===== src/rtl/fvg_pkg.sv =====
package fvg_pkg;
   typedef enum logic [1:0] {
      TAG_NONE   = 2'b00,
      TAG_DARK   = 2'b01,
      TAG_MARGIN = 2'b10,
      TAG_VIS    = 2'b11
   } row_tag_e;

   typedef enum logic [1:0] {
      PH_IDLE,
      PH_DARK,
      PH_MARGIN,
      PH_VIS
   } phase_e;
endpackage


===== src/rtl/fvg_cfg_latch.sv =====
module fvg_cfg_latch #(
   parameter int ROW_W = 11,
   parameter int CNT_W = 11,
   parameter int SEL_W = 3
) (
   input  logic             clk,
   input  logic             rst_n,
   input  logic             load,
   input  logic [SEL_W-1:0] dark_sel_i,
   input  logic [ROW_W-1:0] win_start_i,
   input  logic [CNT_W-1:0] win_rows_i,
   output logic [SEL_W-1:0] dark_sel_q,
   output logic [ROW_W-1:0] win_start_q,
   output logic [CNT_W-1:0] win_rows_q
);
   always_ff @(posedge clk or negedge rst_n) begin
      if (!rst_n) begin
         dark_sel_q  <= '0;
         win_start_q <= '0;
         win_rows_q  <= '0;
      end else if (load) begin
         dark_sel_q  <= dark_sel_i;
         win_start_q <= win_start_i;
         win_rows_q  <= win_rows_i;
      end
   end
endmodule


===== src/rtl/fvg_seq.sv =====
module fvg_seq
   import fvg_pkg::*;
#(
   parameter int CNT_W       = 11,
   parameter int SEL_W       = 3,
   parameter int MARGIN_ROWS = 2
) (
   input  logic             clk,
   input  logic             rst_n,
   input  logic             row_stb_i,
   input  logic             sof_i,
   input  logic             dark_en_i,
   input  logic [SEL_W-1:0] dark_sel_q,
   input  logic [CNT_W-1:0] win_rows_q,
   output phase_e           phase_o,
   output logic [CNT_W-1:0] cnt_o,
   output logic             start_o
);
   localparam logic [CNT_W-1:0] MARGIN_LAST = CNT_W'(MARGIN_ROWS - 1);

   phase_e           phase_q;
   logic [CNT_W-1:0] cnt_q;

   assign start_o = row_stb_i && sof_i && (phase_q == PH_IDLE);
   assign phase_o = phase_q;
   assign cnt_o   = cnt_q;

   always_ff @(posedge clk or negedge rst_n) begin
      if (!rst_n) begin
         phase_q <= PH_IDLE;
         cnt_q   <= '0;
      end else if (row_stb_i) begin
         case (phase_q)
            PH_IDLE: begin
               if (sof_i) begin
                  phase_q <= dark_en_i ? PH_DARK : PH_VIS;
                  cnt_q   <= '0;
               end
            end
            PH_DARK: begin
               if (cnt_q == CNT_W'(dark_sel_q)) begin
                  phase_q <= PH_MARGIN;
                  cnt_q   <= '0;
               end else begin
                  cnt_q <= cnt_q + 1'b1;
               end
            end
            PH_MARGIN: begin
               if (cnt_q == MARGIN_LAST) begin
                  phase_q <= PH_VIS;
                  cnt_q   <= '0;
               end else begin
                  cnt_q <= cnt_q + 1'b1;
               end
            end
            default: begin
               if (cnt_q == win_rows_q) begin
                  phase_q <= PH_IDLE;
                  cnt_q   <= '0;
               end else begin
                  cnt_q <= cnt_q + 1'b1;
               end
            end
         endcase
      end
   end
endmodule


===== src/rtl/fvg_row_map.sv =====
module fvg_row_map
   import fvg_pkg::*;
#(
   parameter int ROW_W       = 11,
   parameter int CNT_W       = 11,
   parameter int SEL_W       = 3,
   parameter int DARK_ROWS   = 8,
   parameter int MARGIN_ROWS = 2
) (
   input  phase_e           phase_i,
   input  logic [CNT_W-1:0] cnt_i,
   input  logic [SEL_W-1:0] dark_sel_q,
   input  logic [ROW_W-1:0] win_start_q,
   output logic             fv_o,
   output logic [1:0]       tag_o,
   output logic [ROW_W-1:0] idx_o
);
   localparam logic [ROW_W-1:0] DARK_TOP  = ROW_W'(DARK_ROWS - 1);
   localparam logic [ROW_W-1:0] MARGIN_SZ = ROW_W'(MARGIN_ROWS);

   logic [ROW_W-1:0] cnt_ext;
   assign cnt_ext = ROW_W'(cnt_i);

   always_comb begin
      fv_o  = 1'b1;
      tag_o = TAG_NONE;
      idx_o = '0;
      case (phase_i)
         PH_DARK: begin
            tag_o = TAG_DARK;
            idx_o = DARK_TOP - ROW_W'(dark_sel_q) + cnt_ext;
         end
         PH_MARGIN: begin
            tag_o = TAG_MARGIN;
            idx_o = win_start_q - MARGIN_SZ + cnt_ext;
         end
         PH_VIS: begin
            tag_o = TAG_VIS;
            idx_o = win_start_q + cnt_ext;
         end
         default: fv_o = 1'b0;
      endcase
   end
endmodule


===== src/rtl/fvg_frame_gen.sv =====
module fvg_frame_gen
   import fvg_pkg::*;
#(
   parameter int ROW_W       = 11,
   parameter int CNT_W       = 11,
   parameter int DARK_ROWS   = 8,
   parameter int MARGIN_ROWS = 2,
   parameter int REG_OUT     = 0,
   localparam int SEL_W      = $clog2(DARK_ROWS)
) (
   input  logic             clk,
   input  logic             rst_n,
   input  logic             row_stb_i,
   input  logic             sof_i,
   input  logic             dark_en_i,
   input  logic [SEL_W-1:0] dark_sel_i,
   input  logic [ROW_W-1:0] win_start_i,
   input  logic [CNT_W-1:0] win_rows_i,
   output logic             fv_o,
   output logic [ROW_W-1:0] row_idx_o,
   output logic [1:0]       row_tag_o
);
   generate
      if (DARK_ROWS < 2 || DARK_ROWS != (1 << SEL_W)) begin : g_bad_dark
         $error("DARK_ROWS must be a power of two of at least 2");
      end
      if (CNT_W < SEL_W || CNT_W > ROW_W) begin : g_bad_cnt
         $error("CNT_W must lie between SEL_W and ROW_W");
      end
      if (MARGIN_ROWS < 1 || MARGIN_ROWS > (1 << SEL_W)) begin : g_bad_margin
         $error("MARGIN_ROWS out of range");
      end
      if (REG_OUT != 0 && REG_OUT != 1) begin : g_bad_reg
         $error("REG_OUT must be 0 or 1");
      end
   endgenerate

   phase_e           phase;
   logic [CNT_W-1:0] cnt;
   logic             start;
   logic [SEL_W-1:0] dark_sel_q;
   logic [ROW_W-1:0] win_start_q;
   logic [CNT_W-1:0] win_rows_q;
   logic             fv_c;
   logic [1:0]       tag_c;
   logic [ROW_W-1:0] idx_c;

   fvg_cfg_latch #(.ROW_W(ROW_W), .CNT_W(CNT_W), .SEL_W(SEL_W)) u_cfg (
      .clk         (clk),
      .rst_n       (rst_n),
      .load        (start),
      .dark_sel_i  (dark_sel_i),
      .win_start_i (win_start_i),
      .win_rows_i  (win_rows_i),
      .dark_sel_q  (dark_sel_q),
      .win_start_q (win_start_q),
      .win_rows_q  (win_rows_q)
   );

   fvg_seq #(.CNT_W(CNT_W), .SEL_W(SEL_W), .MARGIN_ROWS(MARGIN_ROWS)) u_seq (
      .clk        (clk),
      .rst_n      (rst_n),
      .row_stb_i  (row_stb_i),
      .sof_i      (sof_i),
      .dark_en_i  (dark_en_i),
      .dark_sel_q (dark_sel_q),
      .win_rows_q (win_rows_q),
      .phase_o    (phase),
      .cnt_o      (cnt),
      .start_o    (start)
   );

   fvg_row_map #(
      .ROW_W(ROW_W), .CNT_W(CNT_W), .SEL_W(SEL_W),
      .DARK_ROWS(DARK_ROWS), .MARGIN_ROWS(MARGIN_ROWS)
   ) u_map (
      .phase_i     (phase),
      .cnt_i       (cnt),
      .dark_sel_q  (dark_sel_q),
      .win_start_q (win_start_q),
      .fv_o        (fv_c),
      .tag_o       (tag_c),
      .idx_o       (idx_c)
   );

   generate
      if (REG_OUT == 1) begin : g_out_reg
         always_ff @(posedge clk or negedge rst_n) begin
            if (!rst_n) begin
               fv_o      <= 1'b0;
               row_tag_o <= TAG_NONE;
               row_idx_o <= '0;
            end else begin
               fv_o      <= fv_c;
               row_tag_o <= tag_c;
               row_idx_o <= idx_c;
            end
         end
      end else begin : g_out_comb
         assign fv_o      = fv_c;
         assign row_tag_o = tag_c;
         assign row_idx_o = idx_c;
      end
   endgenerate
endmodule


===== config.mk =====
export PLATFORM = sky130hd
export DESIGN_NAME = fvg_frame_gen
export DESIGN_NICKNAME = d
export VERILOG_FILES = /design/src/rtl/fvg_pkg.sv /design/src/rtl/fvg_cfg_latch.sv /design/src/rtl/fvg_seq.sv /design/src/rtl/fvg_row_map.sv /design/src/rtl/fvg_frame_gen.sv
export SDC_FILE = /design/constraint.sdc
export NUM_CORES = 1
export LEC_CHECK = 0
export ABC_AREA = 0
export BUFFER_PORTS_ARGS = -buffer_cell sky130_fd_sc_hd__buf_4
export CAP_MARGIN = 40
export CORE_MARGIN = 2
export CORE_UTILIZATION = 40
export CTS_BUF_LIST = sky130_fd_sc_hd__clkbuf_16
export DETAILED_ROUTE_END_ITERATION = 8
export SYNTH_ARGS = -nofsm -noshare
export SYNTH_HDL_FRONTEND = slang
export SYNTH_SLANG_ARGS = --single-unit

===== constraint.sdc =====
create_clock -name clk -period 7.6 [get_ports clk]
set_input_delay 0.38 -clock clk [delete_from_list [all_inputs] [get_ports clk]]
set_output_delay 0.38 -clock clk [all_outputs]
set_load 0.1 [all_outputs]

==> results.yml, run 1 <==
outcome:
  outcome: "completed"
logic_synthesis:
  yosys.area_share.xor_xnor: 0.1103
  synth_seq_cells: 38
  synth_mux_area_frac: 0.09087
  synth_compound_area_frac: 0.1309
  synthSimpleGateAreaFrac: 0.1349
  syn_inst: 337
  syn_nets: 406
  ys_seq_area_frac: 0.3069
  synth_fa_ha_area_frac: 0.1624
  synth_warnings: 0
  synth_top_family_by_area: "adder cells"
  syn_avg_cell_area_sq_um: 9.193
  synth_area_sq_um: 3098
  synthDistinctLibCells: 40
critical_path:
  endpoint_kind: "output pin"
  required_ps: 7220
  cp-startpoint: "u_seq.phase_o[1]"
  max_stage_delay_ps: 430
  crit_arrival_ps: 3340
  r2r-start: "u_seq.phase_o[0]"
  critical-path-top-delay-family: "compound AO/OA/AOI/OAI gates"
  path_buf_inv: 2
  path_class: "reg -> out"
  path_cells: "ha_1, o21ai_0, ha_1, inv_1, fa_1, nand2b_1, a21oi_1, a21boi_0, o21ai_0, xnor2_1, o22ai_1, buf_4"
  critPathSlowestCell: "dfrtp_1"
  startpoint_type: "register"
  worstPathMaxFanout: 12
timing:
  hold_ws_ps: 61.65
  clock.fmax_ghz: 0.2687
  hold_viol: 0
  max-slew-margin-rel: 0.6735
  post-route-period-util: 0.4898
  tightest_slew_ps: 489.7
  setup_viol: 0
  post-route-min-period_ps: 3722
  clock_skew_ps: 3.257
  drv_slew: 0
  setup_tns_ps: 0
  rsz0062_at_grt: "false"
layout:
  syn_to_final_growth_pct: 19.31
  design_area_sq_um: 3696
  multi_input_comb_area_sq_um: 1949
  seqCellArea_sq_um: 950.9
  fin_nets: 451
  nFillCells: 757
  drive_gt1_frac: 0.2272
  n_antenna_cell: 0
clocking:
  cts_tree: "built"
  cts-root-buf: "clkbuf_16"
  cts_sinks: 38
  insertion_delay_ps: 280
  clk_pin_slew_ps: 60
  hold_buffers: 0
  clk_path_buf_depth: 2
  cts_resized: 0
  cts_max_level: 2
  cts_buffers: 5
  post_cts_buffers: 0
route:
  drtPass1Iterations: 4
  routed-via-count: 2423
  wl_um: 6818
  drc: 0
  vias_per_cell: 4.996
  ant_nets: 0
  wl_per_cell_um: 14.06
  first_iter_violations: 67
run:
  max_cap_violations: 0
die:
  core-area_sq_um: 7607
  die_area_sq_um: 8465
  rows: 32
  ioPinCount: 44
  dieWidth_um: 92.01
  die_h_um: 92.01
  initial_utilization: 0.4072
global_route:
  antenna_found_initial: 0
  grt_pass1_vias: 2480
  grt_overflow: 0
  grt_use_total: 0.1749
  grt_pass1_wl_um: 11850
  grt_max_degree: 39
placed_design:
  post_dp_cell_area_sq_um: 3531
  globalplace.congestion: 0.8138
  io_buffers: 43
  hpwl_um: 5526
min_path:
  hold_class: "in -> async"
==> worst reg2reg max path, stage by stage (launching register included) <==
cell     delay, ps
dfrtp_1        390
inv_1          110
ha_1           360
inv_1          250
o21a_1         280
nand3_1        190
or3_2          440
a21oi_1        140
==> placed cells by master (no fill, tap or decap), types with 5 or more instances in the layout <==
cell       synthesis  final
a21o_1             6      6
a21oi_1           17     17
and2_1             7      7
buf_4              0     44
clkbuf_16          0      5
dfrtp_1           38     38
ha_1              37     37
inv_1             46     46
mux2_2            25     25
nand2_1           18     18
nand2b_1           5      5
nand3_1            6      6
nor2_1            27     27
o21ai_0           13     13
o22ai_1            8      8
xnor2_1           26     26
xor2_1            13     13
==> final timing paths <==
path,to,slack (ps),cells past startpoint
min reg2reg,u_cfg.win_rows_q[3],530,1
max in group asynchronous,u_cfg.dark_sel_q[1],7190,1
min in group clk,u_cfg.win_rows_q[6],330,2
max,row_idx_o[10],3880,12
min,u_cfg.win_start_q[6],60,1
max reg2reg,u_seq.cnt_o[5],5370,7
==> per-layer routing <==
metal / vias up / global-route usage / share of wire / routed length (um)
li1: 1233 / - / - / -
met1: 1137 / 0.2475 / 0.50 / 3421
met2: 48 / 0.2794 / 0.46 / 3131
met3: 5 / 0.02712 / 0.033 / 224
met4: 0 / 0.04602 / 0.0059 / 40
met5: - / 0 / 0 / 0
==> cells in the mapped netlist, drive strengths merged <==
cell type / instances / area (sq um)
nand4: 4 / 25.02
o22ai: 8 / 50.05
xor2: 13 / 113.9
nor2: 28 / 112.6
nand3: 6 / 30.03
nand2: 18 / 67.56
a211o: 2 / 17.52
o21a: 3 / 22.52
inv: 46 / 172.7
nor4: 6 / 62.56
o41ai: 2 / 25.03
a21oi: 17 / 85.08
a21o: 6 / 45.04
mux2: 25 / 281.5
nor2b: 2 / 12.51
xnor2: 26 / 227.7
and3: 1 / 6.260
clkbuf: 4 / 15.01
or3: 1 / 7.510
or2: 1 / 6.260
a32oi: 1 / 8.760
o31ai: 3 / 22.52
a31oi: 1 / 12.51
fa: 2 / 40.04
a22oi: 3 / 22.52
a21boi: 1 / 7.510
nand3b: 1 / 7.510
dfrtp: 38 / 950.9
a211oi: 1 / 7.510
and2: 7 / 43.79
o21ai: 15 / 78.82
nand2b: 5 / 31.28
nor3: 1 / 5.000
buf: 2 / 10.01
ha: 37 / 462.9
==> kinds of logic (layout without fill, tap and decap cells) <==
kind of cell             after synthesis  after routing
buffers and inverters                 52             98
flip-flops                            38             38
XOR/XNOR                              39             39
AO/OA/AOI/OAI                         63             63
AND/OR/NAND/NOR                       81             81
multiplexers                          25             25
adder cells (fa/ha/maj)               39             39
==> through the flow <==
stage	worst slack [ps]	util	std cells
detailed placement	4131	0.4641	477
global route	3577	0.4859	485
floorplan	3409	-	337
CTS	3832	0.4859	485
global placement	4209	0.4641	477
finish	3878	0.4859	485
==> state kept, by name, summed over array words and instances, names as in the netlist <==
register	flops
u_cfg.dark_sel_q	3
u_cfg.win_start_q	11
u_seq.phase_o	2
u_cfg.win_rows_q	11
u_seq.cnt_o	11
==> final cells by class <==
type / instances / area share
Multi-Input combinational cell: 247 / 0.5274
Sequential cell: 38 / 0.2573
Timing Repair Buffer: 44 / 0.08937
Inverter: 46 / 0.04672
Tap cell: 102 / 0.03453
Clock buffer: 5 / 0.03385
Clock inverter: 3 / 0.01083
Power of run 1 is not shown: default switching activity piles up to over one toggle a cycle in this logic, so the estimate is an artifact.
==> run 2, diff against run 1 <==
--- a/config.mk
+++ b/config.mk
@@ -5,7 +5,7 @@
 export SDC_FILE = /design/constraint.sdc
 export NUM_CORES = 1
 export LEC_CHECK = 0
-export ABC_AREA = 0
+export ABC_AREA = 1
 export BUFFER_PORTS_ARGS = -buffer_cell sky130_fd_sc_hd__buf_4
 export CAP_MARGIN = 40
 export CORE_MARGIN = 2
==> constraint.sdc (replaced) <==
create_clock -name clk -period 3.4 [get_ports clk]
set_input_delay 0.17 -clock clk [delete_from_list [all_inputs] [get_ports clk]]
set_output_delay 0.17 -clock clk [all_outputs]
set_load 0.1 [all_outputs]
==> results.yml, run 2 <==
critical_path:
  endpoint_kind: "output pin"
  path_class: "reg -> out"
  crit_arrival_ps: 2970
  required_ps: 3230
  r2r-start: "u_seq.phase_o[0]"
  cp-startpoint: "u_seq.cnt_o[1]"
  worstPathMaxFanout: 7
  startpoint_type: "register"
logic_synthesis:
  synth_most_common_cell: "nand2_1"
  syn_avg_cell_area_sq_um: 6.983
  synth_top_area_share: 0.2702
  synth_warnings: 0
  synth-edff-count: 0
  synthFlopType: "dfrtp_1"
  synth_seq_cells: 38
  synth_area_sq_um: 3520
  synthDistinctLibCells: 34
  ys_top_cells_by_area: "dfrtp_1 27%, nand2_1 14%, ha_1 13%"
  async_flop_share: 1.000
  syn_nets: 573
  ys_top_cells_by_count: "128 x nand2_1, 79 x inv_1, 52 x nor2_1, 41 x a21oi_1, 38 x dfrtp_1"
  ys_seq_area_frac: 0.2702
  syn_inst: 504
  synth_top_cell_by_area: "dfrtp_1"
layout:
  final_cells: 656
  nFillCells: 912
  design_area_sq_um: 4096
  n_antenna_cell: 0
  drive_gt1_frac: 0.1788
  layout_common_cells: "128 x nand2_1, 81 x inv_1, 52 x nor2_1"
  syn_to_final_growth_pct: 16.39
  final_common_cell: "nand2_1"
  fin_nets: 617
clocking:
  cts_sinks: 38
  clk_pin_slew_ps: 60
  insertion_delay_ps: 280
  cts-root-buf: "clkbuf_16"
  clk_path_buf_depth: 2
  post_cts_buffers: 0
  cts_max_level: 2
  cts_tree: "built"
  cts_buffers: 5
route:
  routed-via-count: 3281
  ant_nets: 0
  wl_per_cell_um: 13.24
  wl_met1_um: 4306
  top_layer: "met4"
  drtPass1Iterations: 4
  first_iter_violations: 158
  wl_met2_um: 3956
  drc: 0
  wl_um: 8684
  vias_per_cell: 5.002
  met3_length_um: 231
timing:
  post-route-period-util: 0.9237
  tightest_slew_ps: 510.8
  hold_ws_ps: 125.5
  setup_tns_ps: 0
  clock.fmax_ghz: 0.3184
  layout_setup_ws_ps: 259.5
  setup_viol: 0
  max-slew-margin-rel: 0.6595
  hold_viol: 0
  clock_skew_ps: 6.667
  drv_slew: 0
  rsz0062_at_grt: "false"
  post-route-min-period_ps: 3141
power_and_ir_drop:
  pwr_density_cell_nw_per_um2: 1024
  peakVddDrop_mv: 0.4184
  leakagePower_nw: 2.179
die:
  core-area_sq_um: 8636
  initial_utilization: 0.4076
  rows: 34
  ioPinCount: 44
  die_area_sq_um: 9566
  die_h_um: 97.81
  dieWidth_um: 97.81
global_route:
  antenna_found_initial: 0
  grt_max_degree: 39
  grt_pass1_vias: 3138
  grt_pass1_wl_um: 14610
  grt_overflow: 0
  grt_use_total: 0.1844
min_path:
  hold_class: "in -> reg"
  hold_start: "win_rows_i[0]"
placed_design:
  hpwl_um: 7005
  post-place-ws_ps: 564.9
  io_buffers: 43
  post_dp_cell_area_sq_um: 3954
  dp.cells: 648
  globalplace.congestion: 0.8435
run:
  max_cap_violations: 0
outcome:
  outcome: "completed"
-- run 2: where the power goes --
part           switching (mW)  internal (mW)  leakage [nW]
clock                   0.167          0.262        0.0723
combinational            2.06          0.917          1.65
sequential              0.158          0.626         0.457
total                    2.39           1.80          2.18
-- run 2: worst paths after layout --
check,to,slack [ps],cells after the start
min reg2reg,u_cfg.win_rows_q[9],520,1
max reg2reg,u_seq.cnt_o[0],1290,8
min,u_cfg.win_rows_q[0],130,2
min in group asynchronous,u_cfg.win_rows_q[10],400,2
max,row_idx_o[9],260,14
max in group asynchronous,u_seq.cnt_o[5],2640,2
-- run 2: worst max-delay path, stage by stage (launching register included) --
cell,delay (ps)
dfrtp_1,530
inv_2,150
ha_1,310
inv_1,60
ha_1,170
inv_1,70
fa_1,380
inv_1,100
nand3_1,70
nand2_1,140
nand2_1,90
nand3_1,80
nand3_1,100
a21oi_2,150
buf_4,290
-- run 2: final cells by class --
type / instances / area, sq um / area share
tap: 108 / 135.1 / 0.03299
multi-input combinational: 372 / 2207 / 0.5388
sequential: 38 / 950.9 / 0.2321
timing repair buffer: 47 / 355.3 / 0.08674
clock inverter: 2 / 7.507 / 0.001833
clock buffer: 5 / 125.1 / 0.03054
inverter: 84 / 315.3 / 0.07697
-- run 2: kinds of logic after synthesis --
kind of cell / after synthesis / synth area share
adder cells (fa/ha/maj): 39 / 0.1429
XOR/XNOR: 14 / 0.03484
AND/OR/NAND/NOR: 240 / 0.2943
multiplexers: 10 / 0.03199
flip-flops: 38 / 0.2702
AO/OA/AOI/OAI: 69 / 0.1155
buffers and inverters: 94 / 0.1102
-- run 2: stage by stage --
step                total power [mW]    util
detailed placement             3.770  0.4578
finish                         4.194  0.4744
global placement               3.724  0.4578
floorplan                      3.177       -
global route                   4.563  0.4744
CTS                            4.216  0.4744
-- run 2: per-layer routing --
layer,vias to the layer above,global-route usage
li1,1693,-
met1,1513,0.2589
met2,61,0.2987
met3,14,0.01646
met4,0,0.06624
met5,-,0
-- run 2: what timing repair did --
item                                   CTS  global route
endpoints found under the hold margin   38             0
hold buffers                             1             0
gates resized for setup                  0             0
(Power assumes the default switching activity.)
